<file path="src/rtl/dd_pkg.sv">
package dd_pkg;
  localparam int REG_W   = 32;
  localparam int OFS_W   = 5;
  localparam int PACE_W  = 8;
  localparam logic [OFS_W-1:0] OFS_CTRL = 5'h00;
  localparam logic [OFS_W-1:0] OFS_SRC  = 5'h04;
  localparam logic [OFS_W-1:0] OFS_DST  = 5'h08;
  localparam logic [OFS_W-1:0] OFS_CNT  = 5'h0C;
  localparam logic [OFS_W-1:0] OFS_PACE = 5'h18;
  localparam int BIT_START = 31;
  localparam int BIT_BUSY  = 30;
  localparam int BIT_CONT  = 29;

  typedef enum logic [1:0] {
    AM_STEP  = 2'd0,
    AM_HOLD  = 2'd1,
    AM_PAGEH = 2'd2,
    AM_PAGEV = 2'd3
  } amode_t;

  typedef struct packed {
    logic [PACE_W-1:0] dblk;
    logic [PACE_W-1:0] dgap;
    logic [PACE_W-1:0] sblk;
    logic [PACE_W-1:0] sgap;
  } pace_t;

  // page modes are handled as plain stepping
  function automatic logic mode_steps(input logic [1:0] m);
    return m != AM_HOLD;
  endfunction
endpackage

</file>
<file path="src/rtl/dd_regs.sv">
module dd_regs
  import dd_pkg::*;
#(
  parameter int CNT_W = 14
) (
  input  logic              clk,
  input  logic              rst_n,
  input  logic              we_i,
  input  logic [OFS_W-1:0]  addr_i,
  input  logic [REG_W-1:0]  wdata_i,
  output logic [REG_W-1:0]  rdata_o,
  input  logic              busy_i,
  input  logic              fin_i,
  output logic              start_o,
  output logic              go_o,
  output logic [REG_W-1:0]  src_o,
  output logic [REG_W-1:0]  dst_o,
  output logic [CNT_W-1:0]  cnt_o,
  output pace_t             pace_o,
  output logic              cont_o,
  output logic [1:0]        smode_o,
  output logic [1:0]        dmode_o
);
  localparam int CTL_W = BIT_BUSY;

  logic [CTL_W-1:0] ctl_q;
  logic             start_q, go_q;
  logic [REG_W-1:0] src_q, dst_q;
  logic [CNT_W-1:0] cnt_q;
  pace_t            pace_q;

  always_ff @(posedge clk or negedge rst_n) begin
    if (!rst_n) begin
      ctl_q   <= '0;
      start_q <= 1'b0;
      go_q    <= 1'b0;
      src_q   <= '0;
      dst_q   <= '0;
      cnt_q   <= '0;
      pace_q  <= '0;
    end else begin
      go_q <= 1'b0;
      if (we_i) begin
        unique case (addr_i)
          OFS_CTRL: begin
            ctl_q <= wdata_i[CTL_W-1:0];
            if (busy_i) begin
              start_q <= start_q & wdata_i[BIT_START];
            end else begin
              start_q <= wdata_i[BIT_START];
              go_q    <= wdata_i[BIT_START] & ~start_q;
            end
          end
          OFS_SRC:  src_q  <= wdata_i;
          OFS_DST:  dst_q  <= wdata_i;
          OFS_CNT:  cnt_q  <= wdata_i[CNT_W-1:0];
          OFS_PACE: pace_q <= wdata_i;
          default: ;
        endcase
      end
      if (fin_i) start_q <= 1'b0;
    end
  end

  always_comb begin
    unique case (addr_i)
      OFS_CTRL: rdata_o = {start_q, busy_i, ctl_q};
      OFS_SRC:  rdata_o = src_q;
      OFS_DST:  rdata_o = dst_q;
      OFS_CNT:  rdata_o = {{(REG_W-CNT_W){1'b0}}, cnt_q};
      OFS_PACE: rdata_o = pace_q;
      default:  rdata_o = '0;
    endcase
  end

  assign start_o = start_q;
  assign go_o    = go_q;
  assign src_o   = src_q;
  assign dst_o   = dst_q;
  assign cnt_o   = cnt_q;
  assign pace_o  = pace_q;
  assign cont_o  = ctl_q[BIT_CONT];
  assign smode_o = ctl_q[6:5];
  assign dmode_o = ctl_q[22:21];

  // start may only be raised while the channel is idle
  p_start_idle_r12: assert property (@(posedge clk) disable iff (!rst_n)
    $rose(start_q) |-> $past(!busy_i));
  // a launch pulse never comes while busy
  p_go_idle_r3: assert property (@(posedge clk) disable iff (!rst_n)
    go_q |-> !busy_i);
endmodule

</file>
<file path="src/rtl/dd_pacer.sv">
module dd_pacer
  import dd_pkg::*;
(
  input  logic              clk,
  input  logic              rst_n,
  input  logic              clr_i,
  input  logic              hs_i,
  input  logic [PACE_W-1:0] blk_i,
  input  logic [PACE_W-1:0] gap_i,
  output logic              ok_o
);
  logic [PACE_W-1:0] beat_q, gap_q, blk_eff;
  logic              blk_last;

  assign blk_eff  = (blk_i == '0) ? PACE_W'(1) : blk_i;
  assign blk_last = ({1'b0, beat_q} + 1'b1) >= {1'b0, blk_eff};

  always_ff @(posedge clk or negedge rst_n) begin
    if (!rst_n) begin
      beat_q <= '0;
      gap_q  <= '0;
    end else if (clr_i) begin
      beat_q <= '0;
      gap_q  <= '0;
    end else if (hs_i) begin
      if (blk_last) begin
        beat_q <= '0;
        gap_q  <= gap_i;
      end else begin
        beat_q <= beat_q + 1'b1;
      end
    end else if (gap_q != '0) begin
      gap_q <= gap_q - 1'b1;
    end
  end

  assign ok_o = (gap_q == '0);

  // closing a block with a non-zero wait blocks the side next cycle
  p_gap_starts_r6: assert property (@(posedge clk) disable iff (!rst_n)
    (hs_i && !clr_i && blk_last && gap_i != '0) |=> !ok_o);
  // no handshake may happen while the side is waiting
  p_no_hs_in_gap_r6: assert property (@(posedge clk) disable iff (!rst_n)
    hs_i |-> ok_o);
endmodule

</file>
<file path="src/rtl/dd_engine.sv">
module dd_engine
  import dd_pkg::*;
#(
  parameter int DW    = 8,
  parameter int CNT_W = 14
) (
  input  logic              clk,
  input  logic              rst_n,
  input  logic              go_i,
  input  logic              start_i,
  input  logic [REG_W-1:0]  src_i,
  input  logic [REG_W-1:0]  dst_i,
  input  logic [CNT_W-1:0]  cnt_i,
  input  pace_t             pace_i,
  input  logic              cont_i,
  input  logic [1:0]        smode_i,
  input  logic [1:0]        dmode_i,
  output logic              rd_req_valid,
  input  logic              rd_req_ready,
  output logic [REG_W-1:0]  rd_req_addr,
  input  logic              rd_rsp_valid,
  input  logic [DW-1:0]     rd_rsp_data,
  output logic              wr_valid,
  input  logic              wr_ready,
  output logic [REG_W-1:0]  wr_addr,
  output logic [DW-1:0]     wr_data,
  output logic              busy_o,
  output logic              fin_o,
  output logic              evt_half,
  output logic              evt_end
);
  localparam int NSIDE = 2;

  logic             busy_q, rq_q, pend_q, full_q, half_q, end_q;
  logic             cont_l, s_step, d_step;
  logic [REG_W-1:0] s_base, d_base, s_ptr, d_ptr;
  logic [CNT_W-1:0] tot, rd_cnt, wr_cnt;
  logic [DW-1:0]    buf_q;
  pace_t            pace_l;

  logic             rd_hs, wr_hs, inflight, can_issue, last_wr, drain_done;
  logic [NSIDE-1:0] side_hs, side_ok;
  logic [PACE_W-1:0] side_blk [NSIDE];
  logic [PACE_W-1:0] side_gap [NSIDE];

  assign side_hs     = {wr_hs, rd_hs};
  assign side_blk[0] = pace_l.sblk;
  assign side_gap[0] = pace_l.sgap;
  assign side_blk[1] = pace_l.dblk;
  assign side_gap[1] = pace_l.dgap;

  for (genvar g = 0; g < NSIDE; g++) begin : g_side
    dd_pacer u_pace (
      .clk   (clk),
      .rst_n (rst_n),
      .clr_i (go_i),
      .hs_i  (side_hs[g]),
      .blk_i (side_blk[g]),
      .gap_i (side_gap[g]),
      .ok_o  (side_ok[g])
    );
  end

  assign rd_hs      = rq_q & rd_req_ready;
  assign wr_valid   = full_q & side_ok[1];
  assign wr_hs      = wr_valid & wr_ready;
  assign inflight   = rq_q | pend_q | full_q;
  assign can_issue  = busy_q & start_i & ~inflight & (rd_cnt < tot) & side_ok[0];
  assign last_wr    = wr_hs & (({1'b0, wr_cnt} + 1'b1) == {1'b0, tot});
  assign drain_done = busy_q & ~start_i & ~inflight;
  assign fin_o      = (busy_q & last_wr & start_i & ~cont_l) | (go_i & (cnt_i == '0));

  always_ff @(posedge clk or negedge rst_n) begin
    if (!rst_n) begin
      busy_q <= 1'b0; rq_q <= 1'b0; pend_q <= 1'b0; full_q <= 1'b0;
      half_q <= 1'b0; end_q <= 1'b0; cont_l <= 1'b0;
      s_step <= 1'b0; d_step <= 1'b0;
      s_base <= '0; d_base <= '0; s_ptr <= '0; d_ptr <= '0;
      tot <= '0; rd_cnt <= '0; wr_cnt <= '0; buf_q <= '0; pace_l <= '0;
    end else begin
      half_q <= 1'b0;
      end_q  <= 1'b0;
      if (go_i) begin
        pace_l <= pace_i;
        cont_l <= cont_i;
        s_step <= mode_steps(smode_i);
        d_step <= mode_steps(dmode_i);
        s_base <= src_i;  s_ptr <= src_i;
        d_base <= dst_i;  d_ptr <= dst_i;
        tot    <= cnt_i;
        rd_cnt <= '0;
        wr_cnt <= '0;
        if (cnt_i == '0) end_q  <= 1'b1;
        else             busy_q <= 1'b1;
      end else begin
        if (rd_hs) begin
          rq_q   <= 1'b0;
          pend_q <= 1'b1;
          rd_cnt <= rd_cnt + 1'b1;
          if (s_step) s_ptr <= s_ptr + 1'b1;
        end else if (can_issue) begin
          rq_q <= 1'b1;
        end
        if (rd_rsp_valid && pend_q) begin
          pend_q <= 1'b0;
          full_q <= 1'b1;
          buf_q  <= rd_rsp_data;
        end
        if (wr_hs) begin
          full_q <= 1'b0;
          wr_cnt <= wr_cnt + 1'b1;
          if (d_step) d_ptr <= d_ptr + 1'b1;
          if (tot >= CNT_W'(2) && ({1'b0, wr_cnt} + 1'b1) == {1'b0, tot >> 1})
            half_q <= 1'b1;
        end
        if (last_wr) begin
          if (start_i) begin
            end_q <= 1'b1;
            if (cont_l) begin
              rd_cnt <= '0;
              wr_cnt <= '0;
              s_ptr  <= s_base;
              d_ptr  <= d_base;
            end else begin
              busy_q <= 1'b0;
            end
          end else begin
            busy_q <= 1'b0;
          end
        end else if (drain_done) begin
          busy_q <= 1'b0;
        end
      end
    end
  end

  assign rd_req_valid = rq_q;
  assign rd_req_addr  = s_ptr;
  assign wr_addr      = d_ptr;
  assign wr_data      = buf_q;
  assign busy_o       = busy_q;
  assign evt_half     = half_q;
  assign evt_end      = end_q;

  // read request and address hold until accepted
  p_rd_hold_r3: assert property (@(posedge clk) disable iff (!rst_n)
    (rd_req_valid && !rd_req_ready) |=> (rd_req_valid && $stable(rd_req_addr)));
  // write request, address and data hold until accepted
  p_wr_hold_r5: assert property (@(posedge clk) disable iff (!rst_n)
    (wr_valid && !wr_ready) |=> (wr_valid && $stable(wr_data) && $stable(wr_addr)));
  // at most one byte is on its way through the channel
  p_one_beat_r5: assert property (@(posedge clk) disable iff (!rst_n)
    $onehot0({rq_q, pend_q, full_q}));
  // a new read only follows a cycle where the source side was not waiting
  p_src_gap_r6: assert property (@(posedge clk) disable iff (!rst_n)
    $rose(rd_req_valid) |-> $past(side_ok[0]));
  // no read starts once start has been cleared
  p_no_read_after_stop_r10: assert property (@(posedge clk) disable iff (!rst_n)
    $rose(rd_req_valid) |-> $past(start_i));
  // end follows a final write or a zero-count launch
  p_end_cause_r7: assert property (@(posedge clk) disable iff (!rst_n)
    evt_end |-> ($past(wr_valid && wr_ready) || $past(go_i)));
  // half and end never share a cycle
  p_half_not_end_r8: assert property (@(posedge clk) disable iff (!rst_n)
    !(evt_half && evt_end));
  // an idle channel makes no requests
  p_idle_quiet_r1: assert property (@(posedge clk) disable iff (!rst_n)
    !busy_q |-> (!rd_req_valid && !wr_valid));
endmodule

</file>
<file path="src/rtl/dd_chan.sv">
module dd_chan
  import dd_pkg::*;
#(
  parameter int DW    = 8,
  parameter int CNT_W = 14
) (
  input  logic              clk,
  input  logic              rst_n,
  input  logic              cfg_we,
  input  logic [OFS_W-1:0]  cfg_addr,
  input  logic [REG_W-1:0]  cfg_wdata,
  output logic [REG_W-1:0]  cfg_rdata,
  output logic              rd_req_valid,
  input  logic              rd_req_ready,
  output logic [REG_W-1:0]  rd_req_addr,
  input  logic              rd_rsp_valid,
  input  logic [DW-1:0]     rd_rsp_data,
  output logic              wr_valid,
  input  logic              wr_ready,
  output logic [REG_W-1:0]  wr_addr,
  output logic [DW-1:0]     wr_data,
  output logic              evt_half,
  output logic              evt_end
);
  logic             busy, fin, start, go, cont;
  logic [REG_W-1:0] src, dst;
  logic [CNT_W-1:0] cnt;
  pace_t            pace;
  logic [1:0]       smode, dmode;

  dd_regs #(.CNT_W(CNT_W)) u_regs (
    .clk     (clk),
    .rst_n   (rst_n),
    .we_i    (cfg_we),
    .addr_i  (cfg_addr),
    .wdata_i (cfg_wdata),
    .rdata_o (cfg_rdata),
    .busy_i  (busy),
    .fin_i   (fin),
    .start_o (start),
    .go_o    (go),
    .src_o   (src),
    .dst_o   (dst),
    .cnt_o   (cnt),
    .pace_o  (pace),
    .cont_o  (cont),
    .smode_o (smode),
    .dmode_o (dmode)
  );

  dd_engine #(.DW(DW), .CNT_W(CNT_W)) u_eng (
    .clk          (clk),
    .rst_n        (rst_n),
    .go_i         (go),
    .start_i      (start),
    .src_i        (src),
    .dst_i        (dst),
    .cnt_i        (cnt),
    .pace_i       (pace),
    .cont_i       (cont),
    .smode_i      (smode),
    .dmode_i      (dmode),
    .rd_req_valid (rd_req_valid),
    .rd_req_ready (rd_req_ready),
    .rd_req_addr  (rd_req_addr),
    .rd_rsp_valid (rd_rsp_valid),
    .rd_rsp_data  (rd_rsp_data),
    .wr_valid     (wr_valid),
    .wr_ready     (wr_ready),
    .wr_addr      (wr_addr),
    .wr_data      (wr_data),
    .busy_o       (busy),
    .fin_o        (fin),
    .evt_half     (evt_half),
    .evt_end      (evt_end)
  );
endmodule

</file>
<file path="config.mk">
export PLATFORM = sky130hd
export DESIGN_NAME = dd_chan
export DESIGN_NICKNAME = d
export VERILOG_FILES = /design/src/rtl/dd_pkg.sv /design/src/rtl/dd_regs.sv /design/src/rtl/dd_pacer.sv /design/src/rtl/dd_engine.sv /design/src/rtl/dd_chan.sv
export SDC_FILE = /design/constraint.sdc
export NUM_CORES = 1
export LEC_CHECK = 0
export BUFFER_PORTS_ARGS = -buffer_cell sky130_fd_sc_hd__buf_2
export CORE_MARGIN = 5
export CORE_UTILIZATION = 32
export CTS_CLUSTER_SIZE = 8
export DETAILED_ROUTE_END_ITERATION = 12
export GPL_ROUTABILITY_DRIVEN = 0
export MAX_ROUTING_LAYER = met4
export SETUP_SLACK_MARGIN = 0.1
export SLEW_MARGIN = 10
export SYNTH_ARGS = -nofsm -noshare
export SYNTH_HDL_FRONTEND = slang
export SYNTH_SLANG_ARGS = --single-unit
</file>
<file path="constraint.sdc">
create_clock -name clk -period 4.75 [get_ports clk]
set_input_delay 0.2375 -clock clk [delete_from_list [all_inputs] [get_ports clk]]
set_output_delay 0.2375 -clock clk [all_outputs]
set_load 0.01 [all_outputs]
</file>
==> impl_metrics.env <==
export IMPL_max_stage_delay_ps=600
export IMPL_worstPathCellList="inv_1, ha_1, nor4b_2, and2_1, nand2_1, nor2_1, o2111ai_1, nand3_1, o2bb2ai_1"
export IMPL_drive_above_1_share_pct=24.4
export IMPL_clock_sinks=393
export IMPL_dp_final_hpwl_mm=40.8
export IMPL_synthFlopType="dfrtp_1"
export IMPL_syn_cell_area_mm2=0.0203
export IMPL_worstPathRequired_ps=5220
export IMPL_synth_nets=1951
export IMPL_area_growth_pct=16.7
export IMPL_grt_pass1_wl_mm=93.3
export IMPL_port_buffers=158
export IMPL_ys_types=71
export IMPL_slew_headroom_pct=25.9
export IMPL_track_usage_pct=17.8
export IMPL_crit_slowest_cell="o2111ai_1"
export IMPL_grt_max_degree=170
export IMPL_cts_tree="built"
export IMPL_post_route_util_pct=37.6
export IMPL_crit_arrival_ps=4060
export IMPL_synth_edf_count=0
export IMPL_synthArstFlopShare_pct=100
export IMPL_die_h_um=262
export IMPL_routed_via_density=5.32
export IMPL_crit_fanout=18
export IMPL_yosysSeqAreaShare_pct=48.4
export IMPL_yosys_warnings=0
export IMPL_final_hold_viol_count=0
export IMPL_tns_ps=0
export IMPL_die_w_um=262
export IMPL_slew_viol_final=0
export IMPL_period_minus_slack_ps=3590
export IMPL_drv_cap=0
export IMPL_antenna_found_initial=6
export IMPL_synth_seq_cells=393
export IMPL_die_area_mm2=0.0686
export IMPL_row_count=92
export IMPL_path_clk_slew_ps=50
export IMPL_core_mm2=0.0630
export IMPL_syn_inst=1862
export IMPL_drtIter0Drc=1296
export IMPL_setup_viol=0
export IMPL_wl_per_cell_um=20.6
export IMPL_cts_buffer_depth=3
export IMPL_max_freq_mhz=278
export IMPL_grt_pass1_vias=15629
export IMPL_overflow=0
export IMPL_worstSetupEndpointType="flop"
export IMPL_drc_errors=0
export IMPL_power_density_mw_per_mm2=428
export IMPL_worstSetupPathType="flop to flop"
export IMPL_start_util_pct=32.3
export IMPL_cts_resized=0
export IMPL_peakVddDrop_v=0.000272
export IMPL_wl_mm=59.2
export IMPL_skew_ps=21.6
export IMPL_ant_nets=0
export IMPL_avgSynthCellArea_um2=10.9
export IMPL_rsz0062_at_grt="no"
export IMPL_fin_nets=2112
export IMPL_cts_root_buf="clkbuf_16"
export IMPL_ioPinCount=159
export IMPL_cts_buffers=55
export IMPL_cts_max_level=2
export IMPL_p_leak_nw=10.8
export IMPL_worstMarginPinSlew_ps=1110
export IMPL_hp_class="input pin to flop"
export IMPL_clk_latency_ps=600
export IMPL_drtPass1Iterations=6
export IMPL_outcome="finished, final reports clean"
export IMPL_finalCritPeriodShare_pct=75.6
export IMPL_vias=15301
export IMPL_start_kind="flop"
-- report_power, final --
part           switching (W)  internal (W)
Combinational        0.00106      0.000981
Sequential          0.000675       0.00394
Clock                0.00140       0.00208
Total                0.00314       0.00700
-- metrics by stage --
step / total power, W / std cells / cell area, µm² / hold slack, ps / setup slack, ps
detailed placement: 0.00665 / 2771 / 21800 / 369 / 1190
floorplan: 0.00577 / 1862 / 20300 / -58.1 / 1960
CTS: 0.0102 / 2877 / 23700 / 94.6 / 1180
global placement: 0.00658 / 2771 / 21800 / 372 / 1290
global route: 0.0107 / 2878 / 23700 / 159 / 912
finish: 0.0101 / 2878 / 23700 / 135 / 1160
-- per-layer routing --
metal,GRT usage [%],wire length [µm],up-vias
met5,-,0,-
met4,6.07,1910,0
met3,2.90,3620,119
met2,26.2,26500,495
met1,25.0,27200,7699
li1,-,-,6988
-- cells in the mapped netlist, types with 3 or more instances --
cell | number | area [µm²]
dfrtp_1 | 393 | 9830
nand2_1 | 227 | 852
mux2_2 | 168 | 1890
nand3_1 | 101 | 505
nor2_1 | 76 | 285
a21o_1 | 75 | 563
xnor2_1 | 73 | 639
nor2b_1 | 72 | 450
xor2_1 | 68 | 596
clkbuf_1 | 65 | 244
o311ai_2 | 55 | 895
o21ai_0 | 49 | 245
inv_1 | 48 | 180
ha_1 | 38 | 475
a222oi_1 | 32 | 320
nand4_1 | 28 | 175
nor3_1 | 26 | 130
buf_1 | 20 | 75.1
a21oi_1 | 19 | 95.1
and3_1 | 18 | 113
nor4_1 | 18 | 113
a22oi_1 | 14 | 105
buf_6 | 14 | 158
o31ai_1 | 12 | 90.1
and4_1 | 11 | 96.3
buf_2 | 11 | 55.1
nand2b_1 | 10 | 62.6
o211ai_1 | 10 | 75.1
a211oi_1 | 9 | 67.6
nor2_2 | 9 | 56.3
or3_1 | 9 | 56.3
a22o_1 | 7 | 61.3
and2_1 | 6 | 37.5
a221o_1 | 5 | 50.1
a32o_1 | 4 | 40.0
mux2i_1 | 4 | 40.0
o21a_1 | 4 | 30.0
o311ai_0 | 4 | 35.0
a2111oi_0 | 3 | 26.3
a31oi_1 | 3 | 18.8
buf_4 | 3 | 22.5
nor3b_1 | 3 | 22.5
o2111ai_1 | 3 | 26.3
or4_1 | 3 | 22.5
-- flip-flops by register name, summed over array words and instances, names as in the netlist, 8 cells and up --
signal	flops
u_eng.d_base	32
u_eng.g_side.u_pace.beat_q	16
u_eng.g_side.u_pace.gap_q	16
u_eng.pace_l	32
u_eng.rd_cnt	14
u_eng.rd_req_addr	32
u_eng.s_base	32
u_eng.tot	14
u_eng.wr_addr	32
u_eng.wr_cnt	14
u_eng.wr_data	8
u_regs.cnt_o	14
u_regs.ctl_q	30
u_regs.dst_o	32
u_regs.pace_o	32
u_regs.src_o	32
-- cell type report --
type                    count  area, µm²
well taps                 846       1060
clock buffers              63       1440
flip-flops and latches    393       9840
clock inverters             2       25.0
diodes                      1       2.50
repair buffers            218       1400
fillers                  6137      39300
multi-input cells        1307       9760
inverters                  48        180
-- critical path, delay by kind of cell, from the launching register on --
family          cells  cell delay [ps]
compound gates      2              720
fa+ha+maj           1              210
buf+inv             1               70
flops               1              410
simple gates        5             2040
-- cells by family after synthesis --
group / count (synthesis) / share of synthesized area, %
xor gates and xnor gates: 143 / 6.33
muxes: 172 / 9.51
adders and majority gates: 38 / 2.34
and+or+nand+nor: 635 / 15.6
DFF: 393 / 48.4
buffers and inverters: 162 / 3.71
AOI/OAI and AO/OA: 319 / 14.1
-- worst paths after layout --
| path | startpoint | end | slack, ps | depth (start not counted) |
|---|---|---|---|---|
| worst max-delay path | u_eng.g_side[1].u_pace.gap_q[0] | u_eng.g_side[1].u_pace.gap_q[7] | 1160 | 9 |
| worst min-delay path | rd_req_ready | u_eng.rd_cnt[1] | 130 | 4 |
| worst max register to register | u_eng.g_side[1].u_pace.gap_q[0] | u_eng.g_side[1].u_pace.gap_q[7] | 1160 | 9 |
| worst min register to register | u_regs.ctl_q[21] | u_eng.d_step | 480 | 1 |
| max in group asynchronous | rst_n | u_eng.s_base[11] | 3200 | 3 |
| min in group asynchronous | rst_n | u_regs.pace_o[25] | 280 | 2 |
-- cell usage in the layout (no fill, tap or decap), drive strengths merged, types with 11 or more instances in the layout --
cell / instances
dfrtp: 393
nand2: 228
buf: 177
mux2: 168
nand3: 101
nor2: 85
a21o: 75
xnor2: 74
nor2b: 72
xor2: 68
clkbuf: 63
o311ai: 59
o21ai: 50
inv: 49
dlygate4sd3: 41
ha: 38
a222oi: 32
nand4: 30
nor3: 27
and3: 20
a21oi: 19
nor4: 18
a22oi: 14
o31ai: 12
and4: 11
-- what timing repair did --
item / 4_1_cts / 5_1_grt
hold buffers: 41 / 0
buffers inserted: 0 / 0
hold endpoints to repair: 248 / 0
setup endpoints to repair: 0 / 0
(Power assumes the default switching activity.)
